--- config.mk ---
export PLATFORM = sky130hd
export DESIGN_NAME = paced_payload_gen
export DESIGN_NICKNAME = d
export VERILOG_FILES = /design/src/rtl/ppg_pkg.sv /design/src/rtl/ppg_pacer.sv /design/src/rtl/ppg_sizer.sv /design/src/rtl/ppg_pattern.sv /design/src/rtl/paced_payload_gen.sv
export SDC_FILE = /design/constraint.sdc
export NUM_CORES = 1
export LEC_CHECK = 0
export BUFFER_PORTS_ARGS = -buffer_cell sky130_fd_sc_hd__buf_2
export CAP_MARGIN = 20
export CORE_AREA = 2 2 493 495
export CTS_CLUSTER_DIAMETER = 40
export DETAILED_ROUTE_END_ITERATION = 10
export DIE_AREA = 0 0 495 497
export PLACE_DENSITY = 0.3
export SYNTH_ARGS = -nofsm -noshare
export SYNTH_HDL_FRONTEND = slang
export SYNTH_SLANG_ARGS = --single-unit
export TNS_END_PERCENT = 1
--- constraint.sdc ---
create_clock -name clk -period 9.6 [get_ports clk]
set_clock_uncertainty 0.05 [all_clocks]
set_input_delay 0.48 -clock clk [delete_from_list [all_inputs] [get_ports clk]]
set_output_delay 0.48 -clock clk [all_outputs]
set_load 0.05 [all_outputs]
--- src/rtl/ppg_pkg.sv ---
package ppg_pkg;
    typedef enum logic [1:0] {
        ST_IDLE = 2'd0,
        ST_SEND = 2'd1,
        ST_GAP  = 2'd2,
        ST_DONE = 2'd3
    } ppg_state_e;

    localparam int unsigned PCT_FULL = 100;
endpackage

--- src/rtl/ppg_pacer.sv ---
module ppg_pacer #(
    parameter int PCT_W = 7
) (
    input  logic             clk,
    input  logic             rst_n,
    input  logic [PCT_W-1:0] pct_in,
    input  logic             pct_wr,
    input  logic             clear,
    input  logic             run,
    input  logic             take,
    output logic             grant,
    output logic             pct_bad
);
    localparam int SUM_W = PCT_W + 1;
    localparam logic [SUM_W-1:0] FULL = SUM_W'(ppg_pkg::PCT_FULL);

    logic [PCT_W-1:0] pct_q;
    logic [PCT_W-1:0] credit_q;
    logic [SUM_W-1:0] sum;
    logic             pct_ok;

    assign sum    = {1'b0, credit_q} + {1'b0, pct_q};
    assign pct_ok = (pct_in != '0) && ({1'b0, pct_in} <= FULL);

    always_ff @(posedge clk) begin
        if (!rst_n) begin
            pct_q   <= PCT_W'(ppg_pkg::PCT_FULL);
            pct_bad <= 1'b0;
        end else if (pct_wr) begin
            if (pct_ok) begin
                pct_q   <= pct_in;
                pct_bad <= 1'b0;
            end else begin
                pct_bad <= 1'b1;
            end
        end
    end

    always_ff @(posedge clk) begin
        if (!rst_n || clear) begin
            credit_q <= '0;
            grant    <= 1'b0;
        end else if (run && (!grant || take)) begin
            if (sum >= FULL) begin
                credit_q <= PCT_W'(sum - FULL);
                grant    <= 1'b1;
            end else begin
                credit_q <= sum[PCT_W-1:0];
                grant    <= 1'b0;
            end
        end
    end
endmodule

--- src/rtl/ppg_sizer.sv ---
module ppg_sizer #(
    parameter int SIZE_W = 48,
    parameter int BYTES  = 128
) (
    input  logic              clk,
    input  logic              rst_n,
    input  logic              load,
    input  logic [SIZE_W-1:0] total_in,
    input  logic [SIZE_W-1:0] pkt_in,
    input  logic              step,
    output logic [$clog2(BYTES+1)-1:0] beat_bytes,
    output logic              pkt_end,
    output logic              xfer_end
);
    localparam int NB_W = $clog2(BYTES + 1);
    localparam logic [SIZE_W-1:0] BEAT = SIZE_W'(BYTES);

    logic [SIZE_W-1:0] tot_q;
    logic [SIZE_W-1:0] pkt_q;
    logic [SIZE_W-1:0] psz_q;
    logic [SIZE_W-1:0] tot_after;

    assign pkt_end    = (pkt_q <= BEAT);
    assign beat_bytes = pkt_end ? pkt_q[NB_W-1:0] : NB_W'(BYTES);
    assign tot_after  = tot_q - SIZE_W'(beat_bytes);
    assign xfer_end   = pkt_end && (tot_after == '0);

    always_ff @(posedge clk) begin
        if (!rst_n) begin
            tot_q <= '0;
            pkt_q <= '0;
            psz_q <= '0;
        end else if (load) begin
            tot_q <= total_in;
            psz_q <= pkt_in;
            pkt_q <= (pkt_in < total_in) ? pkt_in : total_in;
        end else if (step) begin
            tot_q <= tot_after;
            if (pkt_end) begin
                pkt_q <= (psz_q < tot_after) ? psz_q : tot_after;
            end else begin
                pkt_q <= pkt_q - BEAT;
            end
        end
    end
endmodule

--- src/rtl/ppg_pattern.sv ---
module ppg_pattern #(
    parameter int BYTES = 128
) (
    input  logic                       clk,
    input  logic                       rst_n,
    input  logic                       clear,
    input  logic                       step,
    input  logic [$clog2(BYTES+1)-1:0] beat_bytes,
    output logic [BYTES*8-1:0]         data,
    output logic [BYTES-1:0]           keep
);
    localparam int NB_W = $clog2(BYTES + 1);

    logic [7:0] base_q;

    always_ff @(posedge clk) begin
        if (!rst_n || clear) begin
            base_q <= '0;
        end else if (step) begin
            base_q <= base_q + 8'(beat_bytes);
        end
    end

    for (genvar lane = 0; lane < BYTES; lane++) begin : g_lane
        assign data[lane*8 +: 8] = base_q + 8'(lane);
        assign keep[lane]        = (NB_W'(lane) < beat_bytes);
    end
endmodule

--- src/rtl/paced_payload_gen.sv ---
module paced_payload_gen #(
    parameter int DATA_W = 1024,
    parameter int SIZE_W = 48,
    parameter int GAP_W  = 8,
    parameter int PCT_W  = 7
) (
    input  logic                  clk,
    input  logic                  rst_n,
    input  logic                  start,
    input  logic [SIZE_W-1:0]     cfg_total,
    input  logic [SIZE_W-1:0]     cfg_pkt,
    input  logic [GAP_W-1:0]      cfg_gap,
    input  logic [PCT_W-1:0]      cfg_pct,
    input  logic                  cfg_pct_wr,
    input  logic                  tx_ready,
    output logic                  tx_valid,
    output logic [DATA_W-1:0]     tx_data,
    output logic [DATA_W/8-1:0]   tx_keep,
    output logic                  tx_last,
    output logic                  busy,
    output logic                  done,
    output logic                  pct_err
);
    import ppg_pkg::*;

    localparam int BYTES = DATA_W / 8;
    localparam int NB_W  = $clog2(BYTES + 1);

    ppg_state_e       state_q, state_d;
    logic [GAP_W-1:0] gap_cfg_q;
    logic [GAP_W-1:0] gap_cnt_q;
    logic             accept;
    logic             grant;
    logic             take;
    logic             pkt_end;
    logic             xfer_end;
    logic [NB_W-1:0]  beat_bytes;

    assign accept = (state_q == ST_IDLE) && start && (cfg_total != '0) && (cfg_pkt != '0);
    assign take   = tx_valid && tx_ready;

    ppg_pacer #(.PCT_W(PCT_W)) u_pacer (
        .clk     (clk),
        .rst_n   (rst_n),
        .pct_in  (cfg_pct),
        .pct_wr  (cfg_pct_wr),
        .clear   (accept),
        .run     (state_q == ST_SEND),
        .take    (take),
        .grant   (grant),
        .pct_bad (pct_err)
    );

    ppg_sizer #(.SIZE_W(SIZE_W), .BYTES(BYTES)) u_sizer (
        .clk        (clk),
        .rst_n      (rst_n),
        .load       (accept),
        .total_in   (cfg_total),
        .pkt_in     (cfg_pkt),
        .step       (take),
        .beat_bytes (beat_bytes),
        .pkt_end    (pkt_end),
        .xfer_end   (xfer_end)
    );

    ppg_pattern #(.BYTES(BYTES)) u_pattern (
        .clk        (clk),
        .rst_n      (rst_n),
        .clear      (accept),
        .step       (take),
        .beat_bytes (beat_bytes),
        .data       (tx_data),
        .keep       (tx_keep)
    );

    always_comb begin
        state_d = state_q;
        unique case (state_q)
            ST_IDLE: if (accept) state_d = ST_SEND;
            ST_SEND: begin
                if (take && xfer_end)                          state_d = ST_DONE;
                else if (take && pkt_end && gap_cfg_q != '0)   state_d = ST_GAP;
            end
            ST_GAP:  if (gap_cnt_q == GAP_W'(1)) state_d = ST_SEND;
            ST_DONE: state_d = ST_IDLE;
        endcase
    end

    always_ff @(posedge clk) begin
        if (!rst_n) begin
            state_q <= ST_IDLE;
        end else begin
            state_q <= state_d;
        end
    end

    always_ff @(posedge clk) begin
        if (!rst_n) begin
            gap_cfg_q <= '0;
            gap_cnt_q <= '0;
        end else begin
            if (accept) gap_cfg_q <= cfg_gap;
            if (state_q == ST_SEND && state_d == ST_GAP) begin
                gap_cnt_q <= gap_cfg_q;
            end else if (state_q == ST_GAP) begin
                gap_cnt_q <= gap_cnt_q - GAP_W'(1);
            end
        end
    end

    always_comb begin
        tx_valid = (state_q == ST_SEND) && grant;
        tx_last  = pkt_end;
        busy     = (state_q == ST_SEND) || (state_q == ST_GAP);
        done     = (state_q == ST_DONE);
    end
endmodule

* Word-level counts from Yosys, hierarchy flattened *
Index checks and enable logic that the tools add are counted.

word-level totals
  register bits after elaboration = 186
  latch bits = 0
  memory bits (writable) = 0
  ROM bits = 0
  input port bits = 116
  output and inout port bits = 1,157
  memories = 0

operators by class
  add/sub/neg operators = 133
  multipliers = 0
  divide/modulo/power cells = 0
  order comparisons = 133
  equal/unequal tests = 5
  shifts and indexed selects = 0
  muxes and demuxes = 18
  bitwise logic cells = 0
  reduce and logical (&&, ||, !) cells = 26

operators by type and width
  kind                                                   count
  adder 8 x 7 -> 8 bit (second input constant)           64
  < comparator 7 x 8 -> 1 bit (first input constant)     64
  2-to-1 mux 48 bit                                      7
  adder 8 x 6 -> 8 bit (second input constant)           32
  < comparator 6 x 8 -> 1 bit (first input constant)     32
  adder 8 x 5 -> 8 bit (second input constant)           16
  < comparator 5 x 8 -> 1 bit (first input constant)     16
  < comparator 48 bit                                    2
  nonzero test 48 bit                                    2
  adder 8 x 4 -> 8 bit (second input constant)           8
  < comparator 4 x 8 -> 1 bit (first input constant)     8
  <= comparator 48 x 8 -> 1 bit (second input constant)  1
  logical NOT 48 bit                                     1
  subtractor 48 x 8 -> 48 bit                            1
  subtractor 48 x 8 -> 48 bit (second input constant)    1
  adder 8 x 3 -> 8 bit (second input constant)           4
  < comparator 3 x 8 -> 1 bit (first input constant)     4
  2-to-1 mux 8 bit                                       3
  adder 8 x 2 -> 8 bit (second input constant)           2
  < comparator 1 x 8 -> 1 bit (first input constant)     2
  < comparator 2 x 8 -> 1 bit (first input constant)     2
  logical AND 1 bit                                      12
  adder 7 x 7 -> 8 bit                                   1
  adder 8 x 1 -> 8 bit (second input constant)           1
  19 further kinds                                       29

* Depth between registers and ports, before layout *
  depth in word-level cells = 11
  mapped depth = 34

* Hierarchy *
From an unflattened synthesis, not the netlist that was laid out.

second synthesis, totals
  cells, all modules = 3,407
  area, all modules = 24,815.0 um^2

modules (own cells, without submodules)
  module             times used  cells each  area each (um^2)  sequential area each (um^2)
  ppg_sizer          1           1,479       11,373.4          2,882.8
  ppg_pattern        1           1,646       11,048.1          160.2
  paced_payload_gen  1           150         1,241.2           360.3
  ppg_pacer          1           132         1,152.4           320.3

* Worst setup path before layout *
No wires, ideal clock.

  path kind = reg2reg
  start = reg u_sizer.pkt_q[40]
  end = reg u_sizer.pkt_q[35]
  arrival = 7.179 ns
  data required time = 9.435 ns
  slack = 2.255 ns
  cell stages (with the launch flop) = 33
  buffers on the path = 4
  period minus slack after synthesis = 7.345 ns
  cell sequence = dfxtp_1 -> or4_4 -> nor3_2 -> nand4_1 -> or3_1 -> clkbuf_1 -> inv_1 -> clkbuf_1 -> and2_1 -> ha_1 -> inv_1 -> fa_1 -> nand3_1 -> a211oi_1 -> nand3b_2 -> a31oi_4 -> o21ai_1 -> or4b_2 -> xor2_1 -> ha_1 -> nand2_1 -> nor2_1 -> and3_1 -> nand2_1 -> a2bb2oi_1 -> a31oi_1 -> a311oi_1 -> nand2_1 -> clkbuf_1 -> buf_1 -> mux2i_1 -> nand3_1 -> and3_1

on the way
  cells in the longest elaborated chain, start to end = 8

RTL lines
  item                             line             text
  start, declared                  ppg_sizer.sv:19  logic [SIZE_W-1:0] pkt_q;
  start signal, assigned           ppg_sizer.sv:36  pkt_q <= (pkt_in < total_in) ? pkt_in : total_in;
  start signal, assigned           ppg_sizer.sv:40  pkt_q <= (psz_q < tot_after) ? psz_q : tot_after;
  start signal, assigned           ppg_sizer.sv:42  pkt_q <= pkt_q - BEAT;
  <= comparator 48 x 8 -> 1 bit *  ppg_sizer.sv:23  assign pkt_end = (pkt_q <= BEAT);
  2-to-1 mux 8 bit                 ppg_sizer.sv:24  assign beat_bytes = pkt_end ? pkt_q[NB_W-1:0] : NB_W'(BYTES);
  subtractor 48 x 8 -> 48 bit      ppg_sizer.sv:25  assign tot_after = tot_q - SIZE_W'(beat_bytes);
  < comparator 48 bit              ppg_sizer.sv:40
  2-to-1 mux 48 bit                ppg_sizer.sv:40
  2-to-1 mux 48 bit *              ppg_sizer.sv:39  if (pkt_end) begin
  2-to-1 mux 48 bit *              ppg_sizer.sv:37  end else if (step) begin
  2-to-1 mux 48 bit *              ppg_sizer.sv:33  end else if (load) begin

Mark *: on every way between the ends. The rest lies on a longest branch, timed or not. The select of a mux whose other input is x is not followed.
A chain may end at the register's enable or synchronous reset.

* Final worst setup path *
  start = reg u_sizer.pkt_q[40]
  end = reg u_sizer.pkt_q[22]

The elaborated chain is that of the path after synthesis.

==> impl_metrics.py <==
metrics = {
    "status": {
        "status": "finished, final reports clean",
    },
    "synth": {
        "syn_area_per_cell_um2": 7.10,
        "synth_edf_count": 0,
        "synth_area_leaders": "buf_4 20%, dfxtp_1 15%, xnor2_1 9.3%",
        "synth_cells": 3471,
        "synthSimpleGateAreaFrac_pct": 16.6,
        "synth_top_family_by_area": "buffers and inverters",
        "async_flop_share_pct": 0,
        "ys_seq_area_share_pct": 15.1,
        "yosysWarnings": 0,
        "synth_compound_area_share_pct": 18.3,
        "synth.distinct_cells": 85,
        "synth.top_cell.area_share_pct": 19.6,
        "synth_xor_area_share_pct": 11.7,
        "synth_mux_area_share_pct": 3.64,
        "yosys.area.top_type": "buf_4",
        "synthMostInstantiatedCell": "buf_4",
        "syn_nets": 3741,
        "synth_fa_ha_area_share_pct": 7.91,
        "synthesis.area_um2": 24600,
        "synthTopCellsByCount": "644 x buf_4, 380 x nand2_1, 293 x a21oi_1",
        "ys.flop_type": "dfxtp_1",
        "ys_seq_elements": 186,
    },
    "floorplanning": {
        "start_util_pct": 10.3,
        "io_pins": 1273,
        "rows": 180,
        "die_area_um2": 246000,
        "die_w_um": 495,
        "core_um2": 240000,
        "chipHeight_um": 497,
    },
    "layout": {
        "drive_gt1_share_pct": 37.7,
        "multi_input_area_um2": 14500,
        "seq_area_um2": 3750,
        "layout.nets": 4302,
        "fillers": 28100,
        "area_delta_synth_final_pct": 26.3,
        "fin_cells": 7246,
    },
    "timing": {
        "setup_viol": 0,
        "finalCriticalPeriod_ps": 8070,
        "post-route-period-util_pct": 84.0,
        "slew_headroom_pct": 19.4,
        "setup_tns_ps": 0,
        "drv_slew": 0,
        "tightest_slew_ps": 1200,
        "max_clock_freq_mhz": 124,
        "worst_hold_slack_ps": 141,
        "hold_viol": 0,
        "grt_setup_unrepaired": "false",
        "setup_ws_ps": 1530,
    },
    "detailed_routing": {
        "drc": 0,
        "vias_per_cell": 3.70,
        "post_drt_wl_per_cell_um": 28.5,
        "wl_met2_um": 101000,
        "drt-total-wl_um": 207000,
        "ant_nets": 0,
        "top_layer_used": "met5",
        "vias": 26800,
        "drtIter0Drc": 2137,
        "route.met3.wl_um": 11900,
        "drt-met1-wl_um": 87900,
        "drtPass1Iterations": 5,
    },
    "clock_network": {
        "clk_latency_ps": 530,
        "clk_path_buf_depth": 2,
        "clk_pin_slew_ps": 90,
        "post_cts_buffers": 0,
        "cts-buffers-inserted": 17,
        "ctsResizeCount": 0,
        "root_buffer": "clkbuf_16",
        "cts.htree.levels": 4,
        "cts_tree": "yes",
        "cts_hold_buf": 0,
        "cts_sinks": 186,
    },
    "place": {
        "gp_congestion": 0.885,
        "dp.cells": 7195,
        "dp_hpwl_um": 176000,
        "port_buffers": 1272,
        "pre_cts_slack_ps": 1610,
    },
    "global_route": {
        "grt_pass1_wl_um": 264000,
        "grt_overflow": 0,
        "grt_max_degree": 79,
        "antenna_found_initial": 27,
        "track_usage_pct": 16.0,
        "grt_pass1_vias": 25500,
    },
    "setup_path": {
        "crit_fanout": 22,
        "required_ps": 9960,
        "critPathKind": "flop to flop",
        "cpPeakStageDelay_ps": 700,
        "crit_arrival_ps": 8420,
        "slowest_stage": "or4b_2",
        "start_kind": "flop",
        "endpoint_kind": "flop",
    },
    "pwr": {
        "power_density_nw_per_um2": 130,
        "leakage_nw": 14.1,
        "ir_worst_vdd_v": 0.000153,
    },
    "flow_run": {
        "maxCapViolCount": 0,
    },
    "worst_hold_path": {
        "hold_class": "input port to flop",
    },
}
## per-layer routing
layer  global-route usage, %  up-vias
li1                        -    12200
met1                    20.2    13300
met2                    27.8     1173
met3                    2.66      114
met4                    4.33        2
met5                       0        -
## power breakdown
part           total, W  switching (W)  internal [W]  leakage [nW]
Combinational   0.00211        0.00137      0.000744          12.3
Clock          0.000766       0.000418      0.000348         0.282
Sequential      0.00116       0.000238      0.000924          1.54
## cell families after synthesis
family | count (synthesis)
buffers and inverters | 1099
muxes | 88
adders and majority gates | 154
xor gates and xnor gates | 329
AOI/OAI and AO/OA | 736
DFF | 186
and+or+nand+nor | 879
## cell type report
type	count	share of cell area, %
repair buffers	1392	23.5
clock buffers	18	1.38
flip-flops and latches	186	12.1
well taps	3185	12.8
clock inverters	14	0.482
diodes	16	0.129
multi-input cells	2186	46.6
inverters	249	3.01
## worst max-delay path, delay by kind of cell (launching register included)
kind | cells | cell delay [ps]
AND/OR/NAND/NOR | 13 | 3520
AO/OA/AOI/OAI | 8 | 1600
buffers and inverters | 5 | 1040
adder cells (fa/ha/maj) | 3 | 870
flip-flops | 1 | 360
multiplexers | 1 | 230
XOR/XNOR | 1 | 220
## flip-flops by register name, summed over array words and instances (netlist names)
name              cells
u_pacer.pct_q         7
u_pacer.pct_bad       1
u_sizer.psz_q        48
u_sizer.tot_q        48
u_pattern.base_q      8
u_pacer.credit_q      7
gap_cfg_q             8
state_q               2
gap_cnt_q             8
u_sizer.pkt_q        48
u_pacer.grant         1
## through the flow
step | utilization (%) | area, um^2 | total power [W]
global placement | 12.7 | 30400 | 0.00330
finish | 13.0 | 31100 | 0.00404
global route | 12.9 | 31100 | 0.00433
detailed placement | 12.7 | 30500 | 0.00329
CTS | 12.9 | 31000 | 0.00409
floorplan | - | 24600 | 0.00246
## cell usage in the layout (no fill, tap or decap), types with 48 or more instances in the layout
cell and count:
mux2i_1 75, nor2_1 173, ha_1 149, nor3_1 59
nand2_1 379, buf_2 1273, nand3_1 48, o21ai_0 145
a211oi_1 50, xnor2_1 255, a21o_1 56, a21oi_1 292
xor2_1 68, inv_1 240, buf_4 111, dfxtp_1 178
## path summary, 6_finish.rpt
path | startpoint | endpoint | slack (ps) | cells after the start
setup / recovery | u_sizer.pkt_q[40]$_SDFFE_PN0P_ | u_sizer.pkt_q[22]$_SDFFE_PN0P_ | 1530 | 31
hold / removal | cfg_gap[5] | gap_cfg_q[5]$_SDFFE_PN0P_ | 140 | 3
setup reg to reg | u_sizer.pkt_q[40]$_SDFFE_PN0P_ | u_sizer.pkt_q[22]$_SDFFE_PN0P_ | 1530 | 31
hold reg to reg | gap_cfg_q[3]$_SDFFE_PN0P_ | gap_cfg_q[3]$_SDFFE_PN0P_ | 430 | 2
(Power assumes the default switching activity.)
